File: config.mk
export PLATFORM = sky130hd
export DESIGN_NAME = devid_gate
export DESIGN_NICKNAME = d
export VERILOG_FILES = /design/src/rtl/devid_gate_pkg.sv /design/src/rtl/devid_match.sv /design/src/rtl/devid_blacklist.sv /design/src/rtl/devid_pulse.sv /design/src/rtl/devid_gate.sv
export SDC_FILE = /design/constraint.sdc
export NUM_CORES = 1
export LEC_CHECK = 0
export ABC_AREA = 1
export CAP_MARGIN = 20
export CORE_ASPECT_RATIO = 0.9
export CORE_MARGIN = 2
export CORE_UTILIZATION = 30
export DETAILED_ROUTE_END_ITERATION = 10
export MAX_ROUTING_LAYER = met4
export REMOVE_ABC_BUFFERS = 1
export SLEW_MARGIN = 10
export SYNTH_ARGS = -nofsm -noshare
export SYNTH_HDL_FRONTEND = slang
export SYNTH_SLANG_ARGS = --single-unit
File: constraint.sdc
create_clock -name clk -period 1.5 [get_ports clk]
set_input_delay 0.15 -clock clk [delete_from_list [all_inputs] [get_ports clk]]
set_output_delay 0.15 -clock clk [all_outputs]
set_load 0.02 [all_outputs]
File: src/rtl/devid_gate_pkg.sv
package devid_gate_pkg;
  localparam int PIN_ID_W    = 4;
  localparam int STREAM_ID_W = 8;
  typedef logic [PIN_ID_W-1:0]    pin_id_t;
  typedef logic [STREAM_ID_W-1:0] stream_id_t;
  localparam stream_id_t BCAST_ID = '1;
  localparam int N_PULSE = 2;
  typedef enum int {PO_ERR = 0, PO_TRIG = 1} pulse_out_e;
endpackage

File: src/rtl/devid_match.sv
module devid_match
  import devid_gate_pkg::*;
(
  input  logic       clk,
  input  logic       rst_n,
  input  pin_id_t    pin_id,
  input  logic       hdr_valid,
  input  stream_id_t hdr_id,
  output logic       accept,
  output logic       mismatch_ev
);
  logic    armed_q, armed_d;
  pin_id_t id_q, id_d, id_eff;
  logic    acc_q, acc_d;
  logic    hit;

  always_comb begin
    id_eff = armed_q ? id_q : pin_id;
    hit = (hdr_id == BCAST_ID) ||
          ((hdr_id[STREAM_ID_W-1:PIN_ID_W] == '0) && (hdr_id[PIN_ID_W-1:0] == id_eff));
    armed_d     = 1'b1;
    id_d        = id_eff;
    acc_d       = hdr_valid ? hit : acc_q;
    mismatch_ev = hdr_valid && !hit;
  end

  always_ff @(posedge clk or negedge rst_n) begin
    if (!rst_n) begin
      armed_q <= 1'b0;
      id_q    <= '0;
      acc_q   <= 1'b0;
    end else begin
      armed_q <= armed_d;
      if (!armed_q) id_q <= id_d;
      if (hdr_valid) acc_q <= acc_d;
    end
  end

  assign accept = acc_q;
endmodule

File: src/rtl/devid_blacklist.sv
module devid_blacklist #(
  parameter int ADDR_W = 16,
  parameter int DEPTH  = 4
) (
  input  logic              clk,
  input  logic              rst_n,
  input  logic              fault_valid,
  input  logic [ADDR_W-1:0] fault_addr,
  output logic              new_fault
);
  logic [DEPTH-1:0]  vld_q, vld_d, hit_vec, free_first;
  logic [ADDR_W-1:0] tag_q [DEPTH];
  logic              any_hit, full;

  for (genvar i = 0; i < DEPTH; i++) begin : g_entry
    assign hit_vec[i] = vld_q[i] && (tag_q[i] == fault_addr);

    always_ff @(posedge clk or negedge rst_n) begin
      if (!rst_n) tag_q[i] <= '0;
      else if (new_fault && free_first[i]) tag_q[i] <= fault_addr;
    end
  end

  always_comb begin
    logic found;
    found      = 1'b0;
    free_first = '0;
    for (int i = 0; i < DEPTH; i++) begin
      if (!vld_q[i] && !found) begin
        free_first[i] = 1'b1;
        found         = 1'b1;
      end
    end
    any_hit   = |hit_vec;
    full      = &vld_q;
    new_fault = fault_valid && !any_hit && !full;
    vld_d     = vld_q | (new_fault ? free_first : '0);
  end

  always_ff @(posedge clk or negedge rst_n) begin
    if (!rst_n) vld_q <= '0;
    else if (new_fault) vld_q <= vld_d;
  end
endmodule

File: src/rtl/devid_pulse.sv
module devid_pulse (
  input  logic clk,
  input  logic rst_n,
  input  logic event_in,
  input  logic mask,
  output logic pulse
);
  logic pulse_q, pulse_d;

  always_comb pulse_d = event_in && !mask;

  always_ff @(posedge clk or negedge rst_n) begin
    if (!rst_n) pulse_q <= 1'b0;
    else        pulse_q <= pulse_d;
  end

  assign pulse = pulse_q;
endmodule

File: src/rtl/devid_gate.sv
module devid_gate
  import devid_gate_pkg::*;
#(
  parameter int DATA_W   = 32,
  parameter int ADDR_W   = 16,
  parameter int BL_DEPTH = 4
) (
  input  logic              clk,
  input  logic              rst_n,
  input  logic [3:0]        pin_id,
  input  logic              hdr_valid,
  input  logic [7:0]        hdr_id,
  input  logic              word_valid,
  input  logic [DATA_W-1:0] word_data,
  input  logic              fault_valid,
  input  logic [ADDR_W-1:0] fault_addr,
  input  logic              err_mask,
  input  logic              trig_mask,
  output logic              cfg_we,
  output logic [DATA_W-1:0] cfg_wdata,
  output logic              err_pulse,
  output logic              trig_pulse
);
  logic               accept, mismatch_ev, new_fault, any_ev;
  logic [N_PULSE-1:0] masks, pulses;

  devid_match u_match (
    .clk         (clk),
    .rst_n       (rst_n),
    .pin_id      (pin_id),
    .hdr_valid   (hdr_valid),
    .hdr_id      (hdr_id),
    .accept      (accept),
    .mismatch_ev (mismatch_ev)
  );

  devid_blacklist #(.ADDR_W(ADDR_W), .DEPTH(BL_DEPTH)) u_bl (
    .clk         (clk),
    .rst_n       (rst_n),
    .fault_valid (fault_valid),
    .fault_addr  (fault_addr),
    .new_fault   (new_fault)
  );

  assign any_ev         = mismatch_ev || new_fault;
  assign masks[PO_ERR]  = err_mask;
  assign masks[PO_TRIG] = trig_mask;

  for (genvar k = 0; k < N_PULSE; k++) begin : g_pulse
    devid_pulse u_p (
      .clk      (clk),
      .rst_n    (rst_n),
      .event_in (any_ev),
      .mask     (masks[k]),
      .pulse    (pulses[k])
    );
  end

  assign err_pulse  = pulses[PO_ERR];
  assign trig_pulse = pulses[PO_TRIG];
  assign cfg_we     = word_valid && accept;
  assign cfg_wdata  = word_data;
endmodule

Word-level counts from Yosys, hierarchy flattened
Index checks and enable logic that the tools add are counted. W data, S select, Z words.

Equality and inequality tests: 6. Multiplexer cells: 8. Bitwise operators: 1. Reduce and logical (&&, ||, !) cells: 33.

Operators with widths (number): $eq A16 B16 Y1 (4); $logic_and A1 B1 Y1 (18); $logic_not A1 Y1 (10); $eq A8 B8 Y1 const B (1); $mux W4 (2); $mux W1 (6); $eq A4 B4 Y1 (1); $logic_not A4 Y1 (1); $or A4 B4 Y4 (1); $reduce_and A4 Y1 (1); $reduce_or A4 Y1 (1); $logic_or A1 B1 Y1 (2).

Bits in registers: 76. Input port bits: 67.

Longest topological paths before layout
Gate-level depths: netlist of the first run.

Depth after elaboration: 11. Gate-level depth with buffers: 14.

By module
From an unflattened synthesis of the first run, not the netlist that was laid out.

Cells, all modules: 662. Area, all modules: 4747.1 um2.

By module, submodules not included: devid_blacklist (times used 1, cells an instance 561, area an instance 3993.8 um2); devid_match (times used 1, cells an instance 58, area an instance 424.2 um2); devid_gate (times used 1, cells an instance 37, area an instance 259.0 um2); devid_pulse (times used 2, cells an instance 3, area an instance 35.0 um2).

Worst setup path after synthesis of the first run
Ideal clock, no wire load.

Path kind: flip-flop to flip-flop. Start: register u_bl.vld_q[3]. End: register u_bl.tag_q[55] in the netlist's numbering. Library setup time: 0.118 ns. Arrival: 1.428 ns. Setup slack: -0.045 ns. Cell stages (with the launch flop): 12. Buffers on the path: 1. Clock period less this slack: 1.545 ns. Cell sequence: dfrtp_1 inv_2 nor2_1 nand3_1 nor2_1 nand2_1 nand2_1 nor2_4 nand4_4 buf_4 nand2_1 nand2_1.

Longest elaborated chain between the ends: 6. Elaborated cells on any way between the ends: 8.

Ends and longest elaborated chain: from (decl) (RTL line devid_blacklist.sv:11) `logic [DEPTH-1:0] vld_q, vld_d, hit_vec, free_first;`; from (signal assigned) (RTL line devid_blacklist.sv:42) `else if (new_fault) vld_q <= vld_d;`; $logic_and A1 B1 Y1 (RTL line devid_blacklist.sv:16) `assign hit_vec[i] = vld_q[i] && (tag_q[i] == fault_addr);`; $reduce_or A4 Y1 (RTL line devid_blacklist.sv:34) `any_hit = |hit_vec;`; $logic_not A1 Y1 (RTL line devid_blacklist.sv:36) `new_fault = fault_valid && !any_hit && !full;`; $logic_and A1 B1 Y1 (RTL line devid_blacklist.sv:36); $logic_and A1 B1 Y1 (*) (RTL line devid_blacklist.sv:36); $logic_and A1 B1 Y1 (*) (RTL line devid_blacklist.sv:20) `else if (new_fault && free_first[i]) tag_q[i] <= fault_addr;`; to (signal, indexed assignment) (RTL line devid_blacklist.sv:20); to (decl) (RTL line devid_blacklist.sv:12) `logic [ADDR_W-1:0] tag_q [DEPTH];`.

Every way passes the cells marked *; elsewhere a longest branch is shown, timed or not. A chain may end at the register's enable or synchronous reset.

Worst setup path in the final report of the first run
Start: register u_bl.tag_q[37] in the netlist's numbering. End: register u_bl.tag_q[34] in the netlist's numbering.

Longest elaborated chain between the ends: 7.

Ends and longest elaborated chain (RTL line): $eq A16 B16 Y1 (devid_blacklist.sv:16); $logic_and A1 B1 Y1 (devid_blacklist.sv:16); $reduce_or A4 Y1 (devid_blacklist.sv:34); $logic_not A1 Y1 (devid_blacklist.sv:36); $logic_and A1 B1 Y1 (2 in a row) (devid_blacklist.sv:36); $logic_and A1 B1 Y1 (devid_blacklist.sv:20).

Every way passes these cells.

==> results of run 1 <==
flip-flops by register name (all words and copies together), names as in the netlist:
name,flops
u_bl.tag_q,64
u_bl.vld_q,4
u_match.id_q,4
g_pulse.u_p.pulse,2
u_match.accept,1
u_match.armed_q,1
worst paths after layout:
kind / cells after the start / slack (ps) / end / startpoint
setup / recovery: 13 / -220 / u_bl.tag_q[34]$_DFFE_PN0P_ / u_bl.tag_q[37]$_DFFE_PN0P_
hold / removal: 3 / 160 / u_bl.tag_q[29]$_DFFE_PN0P_ / fault_addr[13]
hold reg to reg: 1 / 490 / u_match.accept$_DFFE_PN0P_ / u_match.accept$_DFFE_PN0P_
max in group asynchronous: 3 / 830 / u_match.id_q[1]$_DFFE_PN0N_ / rst_n
setup reg to reg: 13 / -220 / u_bl.tag_q[34]$_DFFE_PN0P_ / u_bl.tag_q[37]$_DFFE_PN0P_
min in group asynchronous: 2 / 200 / u_bl.tag_q[23]$_DFFE_PN0P_ / rst_n
kinds of logic (layout without fill, tap and decap cells):
group           after synthesis  after routing  synth area share [%]
simple gates                397            398                  38.4
flops                        76             76                  41.4
buf+inv                     119            200                  14.2
compound gates               22             22                  2.59
other cells                   1              1                0.0816
xor+xnor                     18             18                  3.43
power by group through the flow:
stage,sequential (mW),combinational [mW],clock [mW]
6_report,2.07,0.560,2.50
5_1_grt,2.07,0.616,2.63
4_1_cts,2.07,0.544,2.55
3_5_place_dp,2.11,0.500,0
3_3_place_gp,2.11,0.499,0
2_1_floorplan,2.11,0.173,0
cells in the mapped netlist, drive strengths merged:
cell type  number  area share (%)
nand3b          1            0.16
conb            1           0.082
and2            1            0.14
buf            55             9.0
xnor2           9             1.7
o21ai          17             1.9
dfrtp          76              41
or2             1            0.14
nor2           49             4.4
xor2            9             1.7
nand4          55             8.5
nand3          28             3.4
o21a            2            0.33
nand2         261              22
nor3            1            0.11
inv            58             4.7
clkbuf          6            0.49
a21oi           3            0.33
final cells by class:
cell class	instances	area, um2
clock buffer	10	239
inverter	58	218
tap	198	248
multi-input combinational	439	2170
clock inverter	5	100
sequential	76	1900
fill	1507	8770
timing repair buffer	127	1220
through the flow:
step | utilization, % | worst slack [ps] | cells | power (mW)
after floorplan | - | -1060 | 572 | 2.29
after global placement | 36.4 | -678 | 885 | 2.61
after detailed placement | 36.4 | -692 | 885 | 2.61
after CTS | 39.9 | -205 | 908 | 5.16
after global routing | 41.0 | -349 | 913 | 5.32
final | 41.0 | -218 | 913 | 5.13
worst max-delay path, cell delays in order (launching register included):
cell and delay, ps:
dfrtp_1 380, buf_4 140, nand2_1 60, o21ai_1 50, inv_1 50, nand2_1 80
nor2_4 140, nand3_2 80, nand2_2 110, nor2_4 60, buf_12 150, clkbuf_16 170
nand4_1 70, nand2_1 50
what timing repair did:
item,4_1_cts,5_1_grt
setup endpoints to repair,71,70
setup buffers,4,4
hold endpoints to repair,76,0
cloned,3,1
pin swaps,16,13
gates resized for setup,27,29
hold buffers,1,0
routing by layer:
metal	vias up	routed length, um	GRT usage, %
met5	-	0	-
met4	0	172	5.59
met1	2012	6610	25.3
met3	17	1200	7.39
li1	2122	-	-
met2	143	6050	26.2
==> impl_metrics.yaml, run 1 <==
clocking:
  root_buffer: "clkbuf_16"
  cts_sinks: 76
  cts_tree: "done"
  path_clk_slew_ps: 60
  htree_levels: 3
  clockBufferDepth: 2
  clk_latency_ps: 340
  cts_buffers: 9
grt:
  antenna_found_initial: 0
  grt_pass1_vias: 4242
  grt_first_pass_wirelength_um: 23000
  grt_overflow: 0
  grt_max_degree: 41
  gr-usage-all-layers_pct: 18.9
timing:
  fmax_mhz: 582
  fin_skew_ps: 7.76
  hold_viol: 0
  post-route-period-util_pct: 115
  fin_crit_ps: 1720
  slew_violations: 0
  setup_slack_ps: -218
  setup_tns_ps: -12960
  setup_violations: 70
  rsz0062_at_grt: "true"
  holdWs_ps: 165
routing:
  routed-via-count: 4294
  drt-total-wl_um: 14000
  drt_iter0_drc: 353
  wl_per_cell_um: 15.4
  first_pass_iters: 4
  vias_per_cell: 4.70
  ant_nets: 0
  drc: 0
floorplan:
  die_area_um2: 16300
  start_util_pct: 30.9
  die_h_um: 121
  core_area_um2: 14900
  io-pin-count: 102
  placementRows: 42
  dieWidth_um: 134
pwr:
  p_clk_share_pct: 48.7
  power.combinational.fraction_pct: 10.9
  power.switching_mw: 1.15
  p_leak_nw: 3.16
  swShare_pct: 22.5
  p_int_mw: 3.98
  seqPwrFrac_pct: 40.4
  power_density_nw_per_um2: 842
  ir_drop_mv: 0.589
setup_path:
  required_ps: 1730
  crit_fanout: 9
  cp-start-kind: "flop"
  end_kind: "flop"
  worstPathArrival_ps: 1950
  criticalPathCategory: "reg -> reg"
synth:
  syn_area_per_cell_um2: 7.26
  yosysSeqAreaShare_pct: 41.4
  ys_warn_count: 0
  yosys_register_bits: 76
  ys_types: 29
  syn-cell-area_um2: 4600
  synth_cells: 633
cells_and_area:
  final_common_cell: "nand2_1"
  final_area_um2: 6100
  most-common-layout-cells: "nand2_1, dfrtp_1, buf_4, nand4_1, inv_1"
  drive_gt1_share_pct: 22.1
  insertedDiodeCount: 0
  area_growth_pct: 32.6
  final_net_count: 778
placement:
  gp_congestion: 0.843
  placed_area_um2: 5410
  io_buffers: 37
  dp_hpwl_um: 9360
hold_path:
  hold_class: "in -> reg"
flow_run:
  cap_viol_max_count: 0
outcome:
  status: "complete, but fails checks"
  violations: "setup timing"
(Power assumes the default switching activity.)
==> inputs of run 2 (changes only) <==
--- a/config.mk
+++ b/config.mk
@@ -13,7 +13,6 @@
 export DETAILED_ROUTE_END_ITERATION = 10
 export MAX_ROUTING_LAYER = met4
 export REMOVE_ABC_BUFFERS = 1
-export SLEW_MARGIN = 10
 export SYNTH_ARGS = -nofsm -noshare
 export SYNTH_HDL_FRONTEND = slang
 export SYNTH_SLANG_ARGS = --single-unit
==> results of run 2 <==
Same layout as run 1: the final DEF is identical, and so are final timing and power.
